## src/rtl/dle_pkg.sv

```systemverilog
`timescale 1ns/1ps
package dle_pkg;
  localparam int WORD_W     = 32;
  localparam int DESC_WORDS = 8;
  localparam int ITER_W     = 15;

  typedef enum logic [2:0] {ST_IDLE, ST_READ, ST_WRITE, ST_MINOR, ST_FETCH} dle_state_e;

  typedef struct packed {
    logic [WORD_W-1:0] nbytes;
    logic [WORD_W-1:0] slast;
    logic [WORD_W-1:0] dlast;
    logic [15:0]       soff;
    logic [15:0]       doff;
    logic [2:0]        ssize;
    logic [2:0]        dsize;
    logic              link_sg;
    logic              drop_req;
    logic              irq_half_en;
    logic              irq_major_en;
  } dle_cfg_t;

  // bytes moved per access for a size code
  function automatic logic [5:0] unit_bytes(input logic [2:0] code);
    case (code)
      3'd1:    unit_bytes = 6'd2;
      3'd2:    unit_bytes = 6'd4;
      3'd4:    unit_bytes = 6'd16;
      3'd5:    unit_bytes = 6'd32;
      default: unit_bytes = 6'd1;
    endcase
  endfunction

  // bit 15 set: 9-bit count; clear: 15-bit count
  function automatic logic [ITER_W-1:0] iter_decode(input logic [15:0] f);
    iter_decode = f[15] ? {6'd0, f[8:0]} : f[14:0];
  endfunction
endpackage

```

## src/rtl/dle_fetch.sv

```systemverilog
`timescale 1ns/1ps
module dle_fetch #(
  parameter int WORDS = 8,
  parameter int W     = 32
) (
  input  logic             clk,
  input  logic             rst_n,
  input  logic             go,
  input  logic [W-1:0]     base,
  output logic             df_req,
  output logic [W-1:0]     df_addr,
  input  logic             df_ack,
  input  logic [W-1:0]     df_rdata,
  output logic             fin,
  output logic [WORDS*W-1:0] desc
);
  localparam int IDX_W = $clog2(WORDS);

  logic             active_q, active_d, fin_d;
  logic [IDX_W-1:0] idx_q, idx_d;
  logic [W-1:0]     base_q, base_d;
  logic [WORDS*W-1:0] words_q, words_d;

  always_comb begin
    active_d = active_q;
    idx_d    = idx_q;
    base_d   = base_q;
    words_d  = words_q;
    fin_d    = 1'b0;
    if (go && !active_q) begin
      active_d = 1'b1;
      idx_d    = '0;
      base_d   = base;
    end else if (active_q && df_ack) begin
      words_d[idx_q*W +: W] = df_rdata;
      if (idx_q == IDX_W'(WORDS-1)) begin
        active_d = 1'b0;
        fin_d    = 1'b1;
      end else begin
        idx_d = idx_q + 1'b1;
      end
    end
  end

  always_ff @(posedge clk or negedge rst_n) begin
    if (!rst_n) begin
      active_q <= 1'b0;
      fin      <= 1'b0;
      idx_q    <= '0;
    end else begin
      active_q <= active_d;
      fin      <= fin_d;
      idx_q    <= idx_d;
    end
  end

  always_ff @(posedge clk) begin
    base_q  <= base_d;
    words_q <= words_d;
  end

  assign df_req  = active_q;
  assign df_addr = base_q + W'(idx_q) * W'(W/8);
  assign desc    = words_q;
endmodule

```

## src/rtl/dle_iter.sv

```systemverilog
`timescale 1ns/1ps
module dle_iter #(
  parameter int CW = 15
) (
  input  logic          clk,
  input  logic          rst_n,
  input  logic          load,
  input  logic [CW-1:0] citer_in,
  input  logic [CW-1:0] biter_in,
  input  logic          dec,
  output logic          last,
  output logic          half_next
);
  logic [CW-1:0] citer_q, citer_d, biter_q, biter_d;

  always_comb begin
    citer_d = citer_q;
    biter_d = biter_q;
    if (load) begin
      citer_d = citer_in;
      biter_d = biter_in;
    end else if (dec) begin
      citer_d = last ? biter_q : citer_q - CW'(1);
    end
  end

  always_ff @(posedge clk or negedge rst_n) begin
    if (!rst_n) begin
      citer_q <= '0;
      biter_q <= '0;
    end else begin
      citer_q <= citer_d;
      biter_q <= biter_d;
    end
  end

  // a zero count is run as a single iteration
  assign last      = (citer_q <= CW'(1));
  assign half_next = !last && ((citer_q - CW'(1)) == (biter_q >> 1));
endmodule

```

## src/rtl/dle_engine.sv

```systemverilog
`timescale 1ns/1ps
module dle_engine
  import dle_pkg::*;
#(
  parameter int DATA_W = 32
) (
  input  logic                         clk,
  input  logic                         rst_n,
  input  logic                         ld_valid,
  input  logic [DESC_WORDS*WORD_W-1:0] ld_desc,
  input  logic                         sw_start,
  input  logic                         periph_req,
  input  logic                         req_en_set,
  output logic                         req_en,
  output logic                         df_req,
  output logic [WORD_W-1:0]            df_addr,
  input  logic                         df_ack,
  input  logic [WORD_W-1:0]            df_rdata,
  output logic                         bus_req,
  output logic                         bus_we,
  output logic [WORD_W-1:0]            bus_addr,
  output logic [2:0]                   bus_size,
  output logic [DATA_W-1:0]            bus_wdata,
  input  logic                         bus_ack,
  input  logic [DATA_W-1:0]            bus_rdata,
  output logic                         busy,
  output logic                         done,
  output logic                         irq_half,
  output logic                         irq_major
);
  localparam int DW_BITS = DESC_WORDS * WORD_W;

  dle_state_e          state_q, state_d;
  dle_cfg_t            cfg_q, cfg_d;
  logic [WORD_W-1:0]   saddr_q, saddr_d, daddr_q, daddr_d, remain_q, remain_d, unit;
  logic [DATA_W-1:0]   data_q, data_d;
  logic                armed_q, armed_d, startf_q, startf_d, mode_sw_q, mode_sw_d;
  logic                done_d, req_en_d, irq_half_d, irq_major_d;
  logic                load, iter_dec, last, half_next, fetch_go, fetch_fin;
  logic [DW_BITS-1:0]  fetch_desc, desc_in;
  logic [WORD_W-1:0]   w [DESC_WORDS];
  logic                dle_unused;

  assign desc_in = (state_q == ST_FETCH) ? fetch_desc : ld_desc;
  assign load    = (state_q == ST_IDLE && ld_valid) || fetch_fin;
  assign unit    = WORD_W'(unit_bytes(cfg_q.ssize));

  always_comb begin
    for (int i = 0; i < DESC_WORDS; i++) w[i] = desc_in[i*WORD_W +: WORD_W];
  end

  // reserved and status-only descriptor bits carry no function here
  assign dle_unused = ^{w[1][15:11], w[1][7:3], w[7][15:8], w[7][3:1]};

  dle_fetch #(.WORDS(DESC_WORDS), .W(WORD_W)) u_fetch (
    .clk(clk), .rst_n(rst_n), .go(fetch_go), .base(cfg_q.dlast),
    .df_req(df_req), .df_addr(df_addr), .df_ack(df_ack), .df_rdata(df_rdata),
    .fin(fetch_fin), .desc(fetch_desc));

  dle_iter #(.CW(ITER_W)) u_iter (
    .clk(clk), .rst_n(rst_n), .load(load),
    .citer_in(iter_decode(w[5][15:0])), .biter_in(iter_decode(w[7][31:16])),
    .dec(iter_dec), .last(last), .half_next(half_next));

  always_comb begin
    state_d     = state_q;
    cfg_d       = cfg_q;
    saddr_d     = saddr_q;
    daddr_d     = daddr_q;
    remain_d    = remain_q;
    data_d      = data_q;
    armed_d     = armed_q;
    startf_d    = startf_q;
    mode_sw_d   = mode_sw_q;
    done_d      = done;
    req_en_d    = req_en | req_en_set;
    irq_half_d  = 1'b0;
    irq_major_d = 1'b0;
    iter_dec    = 1'b0;
    fetch_go    = 1'b0;
    if (load) begin
      saddr_d            = w[0];
      cfg_d.soff         = w[1][31:16];
      cfg_d.ssize        = w[1][10:8];
      cfg_d.dsize        = w[1][2:0];
      cfg_d.nbytes       = w[2];
      cfg_d.slast        = w[3];
      daddr_d            = w[4];
      cfg_d.doff         = w[5][31:16];
      cfg_d.dlast        = w[6];
      cfg_d.link_sg      = w[7][4];
      cfg_d.drop_req     = w[7][5];
      cfg_d.irq_half_en  = w[7][6];
      cfg_d.irq_major_en = w[7][7];
      startf_d           = w[7][0];
      armed_d            = 1'b1;
      done_d             = 1'b0;
    end
    case (state_q)
      ST_IDLE: begin
        if (!ld_valid && armed_q && (sw_start || startf_q || (req_en && periph_req))) begin
          state_d   = ST_READ;
          mode_sw_d = sw_start || startf_q;
          startf_d  = 1'b0;
          done_d    = 1'b0;
          remain_d  = cfg_q.nbytes;
        end
      end
      ST_READ: begin
        if (bus_ack) begin
          data_d  = bus_rdata;
          saddr_d = saddr_q + {{16{cfg_q.soff[15]}}, cfg_q.soff};
          state_d = ST_WRITE;
        end
      end
      ST_WRITE: begin
        if (bus_ack) begin
          daddr_d = daddr_q + {{16{cfg_q.doff[15]}}, cfg_q.doff};
          if (remain_q <= unit) begin
            state_d = ST_MINOR;
          end else begin
            remain_d = remain_q - unit;
            state_d  = ST_READ;
          end
        end
      end
      ST_MINOR: begin
        iter_dec   = 1'b1;
        irq_half_d = cfg_q.irq_half_en && half_next;
        if (last) begin
          saddr_d     = saddr_q + cfg_q.slast;
          daddr_d     = daddr_q + cfg_q.dlast;
          irq_major_d = cfg_q.irq_major_en;
          if (cfg_q.drop_req) req_en_d = 1'b0;
          if (cfg_q.link_sg) begin
            fetch_go = 1'b1;
            state_d  = ST_FETCH;
          end else begin
            done_d  = 1'b1;
            state_d = ST_IDLE;
          end
        end else if (mode_sw_q) begin
          remain_d = cfg_q.nbytes;
          state_d  = ST_READ;
        end else begin
          state_d = ST_IDLE;
        end
      end
      ST_FETCH: if (fetch_fin) state_d = ST_IDLE;
      default:  state_d = ST_IDLE;
    endcase
  end

  always_ff @(posedge clk or negedge rst_n) begin
    if (!rst_n) begin
      state_q   <= ST_IDLE;
      armed_q   <= 1'b0;
      startf_q  <= 1'b0;
      mode_sw_q <= 1'b0;
      done      <= 1'b0;
      req_en    <= 1'b0;
      irq_half  <= 1'b0;
      irq_major <= 1'b0;
    end else begin
      state_q   <= state_d;
      armed_q   <= armed_d;
      startf_q  <= startf_d;
      mode_sw_q <= mode_sw_d;
      done      <= done_d;
      req_en    <= req_en_d;
      irq_half  <= irq_half_d;
      irq_major <= irq_major_d;
    end
  end

  always_ff @(posedge clk) begin
    cfg_q    <= cfg_d;
    saddr_q  <= saddr_d;
    daddr_q  <= daddr_d;
    remain_q <= remain_d;
    data_q   <= data_d;
  end

  assign busy      = (state_q != ST_IDLE);
  assign bus_req   = (state_q == ST_READ) || (state_q == ST_WRITE);
  assign bus_we    = (state_q == ST_WRITE);
  assign bus_addr  = bus_we ? daddr_q : saddr_q;
  assign bus_size  = bus_we ? cfg_q.dsize : cfg_q.ssize;
  assign bus_wdata = data_q;
endmodule

```

## config.mk

```make
export PLATFORM = sky130hd
export DESIGN_NAME = dle_engine
export DESIGN_NICKNAME = d
export VERILOG_FILES = /design/src/rtl/dle_pkg.sv /design/src/rtl/dle_fetch.sv /design/src/rtl/dle_iter.sv /design/src/rtl/dle_engine.sv
export SDC_FILE = /design/constraint.sdc
export NUM_CORES = 2
export LEC_CHECK = 0
export ABC_AREA = 1
export BUFFER_PORTS_ARGS = -buffer_cell sky130_fd_sc_hd__buf_2
export CAP_MARGIN = 25
export CORE_ASPECT_RATIO = 0.8
export CORE_MARGIN = 2
export CORE_UTILIZATION = 50
export DETAILED_ROUTE_END_ITERATION = 6
export PLACE_DENSITY = 0.73
export SYNTH_ARGS = -nofsm -noshare
export SYNTH_HDL_FRONTEND = slang
export SYNTH_SLANG_ARGS = --single-unit
```

## constraint.sdc

```tcl
create_clock -name clk -period 13.4 [get_ports clk]
set_clock_uncertainty 0.05 [all_clocks]
set_input_delay 0 -clock clk [delete_from_list [all_inputs] [get_ports clk]]
set_output_delay 0 -clock clk [all_outputs]
set_load 0.005 [all_outputs]
```

==> reports/qor.log <==
[die] number of rows created at floorplan 86
[layout] sequential standard cell area 0.01649 mm2
[clock_tree] clock tree from TritonCTS built
[yosys] number of nets in the synthesized netlist 4980
[worst_hold_path] Worst Hold Depth 4
[worst_hold_path] Worst Min Path Start req_en_set
[clock_tree] Post-CTS Resized 0
[global_route] first-pass GRT wire length 201700 um
[global_route] total track usage 38.16%
[yosys] share of synthesized area occupied by flip-flops and latches 47.38%
[sta] Final period util 36.32%
[place] worst setup slack after placement 9.248 ns
[yosys] cell types occupying the most area after synthesis sky130_fd_sc_hd__edfxtp_1 40%, sky130_fd_sc_hd__nand2_1 18%, sky130_fd_sc_hd__nor2_1 6.3%, sky130_fd_sc_hd__ha_1 5.0%, sky130_fd_sc_hd__nand3_1 4.4%
[route] wire length per cell after detailed routing 22.73 um
[clock_tree] clock latency on the worst-skew pair 0.68 ns
[route] sum of routed wire length over all layers 140400 um
[critical_path] category of the critical setup timing path reg2reg
[clock_tree] Sink Count 578
[critical_path] top fanout value on the critical path 113
[layout] final design area excluding fillers 0.04299 mm2
[sta] min cycle time layout 4.867 ns
[layout] area taken by multi-input logic gates 0.01618 mm2
[power_and_ir_drop] Leak 19.27 nW
[critical_path] Reg2Reg Launch Point state_q[2]
[power_and_ir_drop] Power per Cell Area 223.4 mW/mm2
[sta] worst rel slew slack 33.15%
[clock_tree] quantity of hold-fixing buffers added after cts 320
[yosys] largest area contributor in the synthesized netlist sky130_fd_sc_hd__edfxtp_1
[sta] number of endpoints failing setup at the final stage 0
[layout] ratio of cells with drive above 1 in the final layout 11.30%
[route] iteration-0 DRC count of the detailed router 4666
[sta] Hold Vio Cnt, Final 0
[power_and_ir_drop] combinational cell fraction of total power 51.6%
[route] via count 34820
[route] count of nets left with antenna violations after detail routing 0
[layout] fin nets 5660
[yosys] number of instances in the synthesized netlist 4508
[yosys] average cell area after synthesis 7.721 um2
[die] Die Span X 299.0 um
[power_and_ir_drop] total power after layout 9.604 mW
[place] placed standard-cell area 0.03772 mm2
[place] placed cells 5731
[critical_path] endpoint of the lowest-slack register-to-register path u_iter.citer_q[14]
[yosys] summed instance area of the synthesized netlist 0.03481 mm2
[die] core outline area 0.06887 mm2
[worst_hold_path] Hold Crit Class in2reg
[route] routed via count divided by cell count 5.637
[yosys] number of distinct library cells after synthesis 49
[route] number of detailed-route iterations in the first pass 7
[die] starting density of the core 50.55%
[critical_path] setup slack on the worst flop-to-flop path 8.53 ns
[run] number of violations of the max-capacitance limit 0
[die] number of top-level pins 435
[clock_tree] Clk pin slew, worst setup/hold paths 0.06 ns
[die] height of the die 240.0 um
[layout] core utilization of the finished layout 62.43%
[layout] final-layout fill cell count 5986
[place] HPWL after DPL 101800 um
[layout] final non-filler cell total 6177
[clock_tree] count of H-tree levels built during CTS 2
[sta] count of pins over their slew limit 0
[sta] slew at the pin with the worst max-slew slack 1.003 ns
[die] Die ar. 0.07176 mm2
[global_route] number of antenna violations at the first check in global routing 7
[place] input/output buffers 413
[sta] Fmax 205.5 MHz
[sta] sum of negative setup slack 0 ns
[sta] setup repair after global routing missed its margin no
[global_route] pin count of the biggest net entering global routing 178
[clock_tree] clock buffer count from CTS 59
[critical_path] arrival time of the worst setup path 5.40 ns
[power_and_ir_drop] power share of the clock group 18.4%
[route] detailed-route DRC error count 1
[status] violated checks design-rule violations
[power_and_ir_drop] power share of the sequential group 30.0%
[power_and_ir_drop] internal power 4.987 mW
[power_and_ir_drop] switching share of power 48.08%
[power_and_ir_drop] worst supply voltage drop on vdd 0.1665 mV
[sta] final hold slack 0.02235 ns
[critical_path] endpoint class of the critical path register
[yosys] Warnings, synthesis 0
[worst_hold_path] worst min-delay path endpoint req_en
[place] Routability Congestion 1.022
[clock_tree] buffer depth of the longest clock path 3
[global_route] vias in the first global route 31910
[status] outcome finished, violations left
[global_route] overall overflow remaining after global route 0
[sta] post-route worst setup slack 8.533 ns
[critical_path] required arrival time at the worst endpoint 13.94 ns
[power_and_ir_drop] net load switching power 4.617 mW
[clock_tree] buffers inserted by post-CTS timing repair 0
[yosys] synthesized flop and latch total 578
[clock_tree] master cell of the clock root buffer sky130_fd_sc_hd__clkbuf_16
[critical_path] launching element type of the critical path register
[yosys] top-area cell type share of the netlist area 40.46%
[critical_path] worst reg2reg path depth 12
[layout] signed area change from the synthesized netlist to the final layout 23.51%
-- cells in the final DEF (no fill, tap or decap), types with 14 or more instances in the layout --
| cell | netlist | routed |
|---|---|---|
| sky130_fd_sc_hd__a21oi_1 | 168 | 168 |
| sky130_fd_sc_hd__a31oi_1 | 29 | 29 |
| sky130_fd_sc_hd__buf_2 | 60 | 413 |
| sky130_fd_sc_hd__buf_4 | 4 | 31 |
| sky130_fd_sc_hd__clkbuf_16 | 0 | 59 |
| sky130_fd_sc_hd__dfrtp_1 | 45 | 45 |
| sky130_fd_sc_hd__dfxtp_1 | 64 | 64 |
| sky130_fd_sc_hd__diode_2 | 0 | 14 |
| sky130_fd_sc_hd__dlygate4sd3_1 | 0 | 320 |
| sky130_fd_sc_hd__edfxtp_1 | 469 | 469 |
| sky130_fd_sc_hd__ha_1 | 138 | 138 |
| sky130_fd_sc_hd__inv_1 | 403 | 403 |
| sky130_fd_sc_hd__nand2_1 | 1627 | 1623 |
| sky130_fd_sc_hd__nand3_1 | 306 | 305 |
| sky130_fd_sc_hd__nand3b_1 | 31 | 31 |
| sky130_fd_sc_hd__nand4_1 | 32 | 32 |
| sky130_fd_sc_hd__nor2_1 | 586 | 583 |
| sky130_fd_sc_hd__nor3_1 | 45 | 39 |
| sky130_fd_sc_hd__o211ai_1 | 30 | 30 |
| sky130_fd_sc_hd__o21ai_0 | 132 | 132 |
| sky130_fd_sc_hd__o21ai_1 | 24 | 24 |
| sky130_fd_sc_hd__o21bai_1 | 20 | 20 |
| sky130_fd_sc_hd__o221ai_1 | 21 | 21 |
| sky130_fd_sc_hd__xnor2_1 | 49 | 49 |
| sky130_fd_sc_hd__xor2_1 | 48 | 48 |
-- state kept, by name (all words and copies together) (netlist names), 15 cells and up --
name            count
cfg_q             138
u_fetch.base_q     32
u_iter.biter_q     15
remain_q           32
saddr_q            32
bus_wdata          32
daddr_q            32
u_fetch.desc      235
u_iter.citer_q     15
-- cell families (layout without fill, tap and decap cells) --
kind of cell | Yosys count | after routing | share of synthesized area [%]
AOI/OAI and AO/OA | 459 | 459 | 7.570
muxes | 1 | 1 | 0.02876
adders and majority gates | 144 | 144 | 5.306
and+or+nand+nor | 2664 | 2664 | 30.87
other | 0 | 14 | 0
xor gates and xnor gates | 98 | 98 | 2.505
DFF | 578 | 578 | 47.38
buffers and inverters | 564 | 1295 | 6.341
-- how the worst max path moves through the flow --
stage | from | end | slack (ns)
2_1_floorplan | u_fetch.idx_q[0] | u_fetch.desc[192] | 8.68
3_3_place_gp | state_q[2] | daddr_q[31] | 9.31
3_5_place_dp | state_q[0] | daddr_q[31] | 9.25
4_1_cts | state_q[2] | u_iter.citer_q[11] | 8.70
5_1_grt | state_q[2] | u_iter.citer_q[10] | 8.20
6_report | state_q[2] | u_iter.citer_q[14] | 8.53
-- power groups by stage --
stage               logic [mW]  registers, mW  clock network [mW]
global placement          4.62           2.89                   0
CTS                       4.79           2.86                1.76
finish                    4.96           2.88                1.76
global route              5.42           2.90                1.83
floorplan                 3.22           2.69                   0
detailed placement        4.67           2.89                   0
-- worst max-delay path, cell delays in order, from the launching register on --
cell and delay [ns]:
sky130_fd_sc_hd__dfrtp_1 0.46, sky130_fd_sc_hd__inv_2 0.08, sky130_fd_sc_hd__nand2_2 0.08, sky130_fd_sc_hd__nor2_1 0.20, sky130_fd_sc_hd__nand2_1 0.17, sky130_fd_sc_hd__nand2_8 0.63, sky130_fd_sc_hd__buf_4 0.85, sky130_fd_sc_hd__buf_4 0.62
sky130_fd_sc_hd__nand3_1 0.39, sky130_fd_sc_hd__a21oi_1 0.21, sky130_fd_sc_hd__dlygate4sd3_1 0.56, sky130_fd_sc_hd__nor2_1 0.04, sky130_fd_sc_hd__a21oi_1 0.21
-- final cells by class --
| type | instances | share of cell area (%) |
|---|---|---|
| antenna | 14 | 0.08149 |
| clock buffer | 76 | 3.676 |
| clock inverter | 36 | 1.045 |
| inverter | 418 | 3.661 |
| multi-input combinational | 3366 | 37.64 |
| sequential | 578 | 38.36 |
| tap | 924 | 2.689 |
| timing repair buffer | 765 | 12.85 |
-- metal layers --
| metal | wire (um) | GRT usage, % |
|---|---|---|
| met1 | 56080 | 52.72 |
| met2 | 58960 | 56.43 |
| met3 | 18470 | 9.741 |
| met4 | 6880 | 17.41 |
| met5 | 32 | 0 |
-- synth_stat cells (all sizes together) --
cell / count
edfxtp: 469
dfrtp: 45
dfxtp: 64
nor3: 46
or2: 15
nand2: 1630
o221ai: 21
a31oi: 29
xnor2: 49
nor4: 8
a21boi: 3
o211ai: 30
o21ai: 156
and2: 2
o22ai: 5
a21o: 6
o21bai: 20
a31o: 5
a211oi: 1
a21oi: 168
inv: 416
mux2i: 1
nand3: 306
clkbuf: 74
nand4: 32
buf: 72
nor2: 594
clkinv: 2
a22oi: 3
xor2: 48
nand3b: 31
fa: 6
o211a: 1
xnor3: 1
ha: 138
a311oi: 1
o32ai: 5
o21a: 5
(Power assumes the default switching activity.)
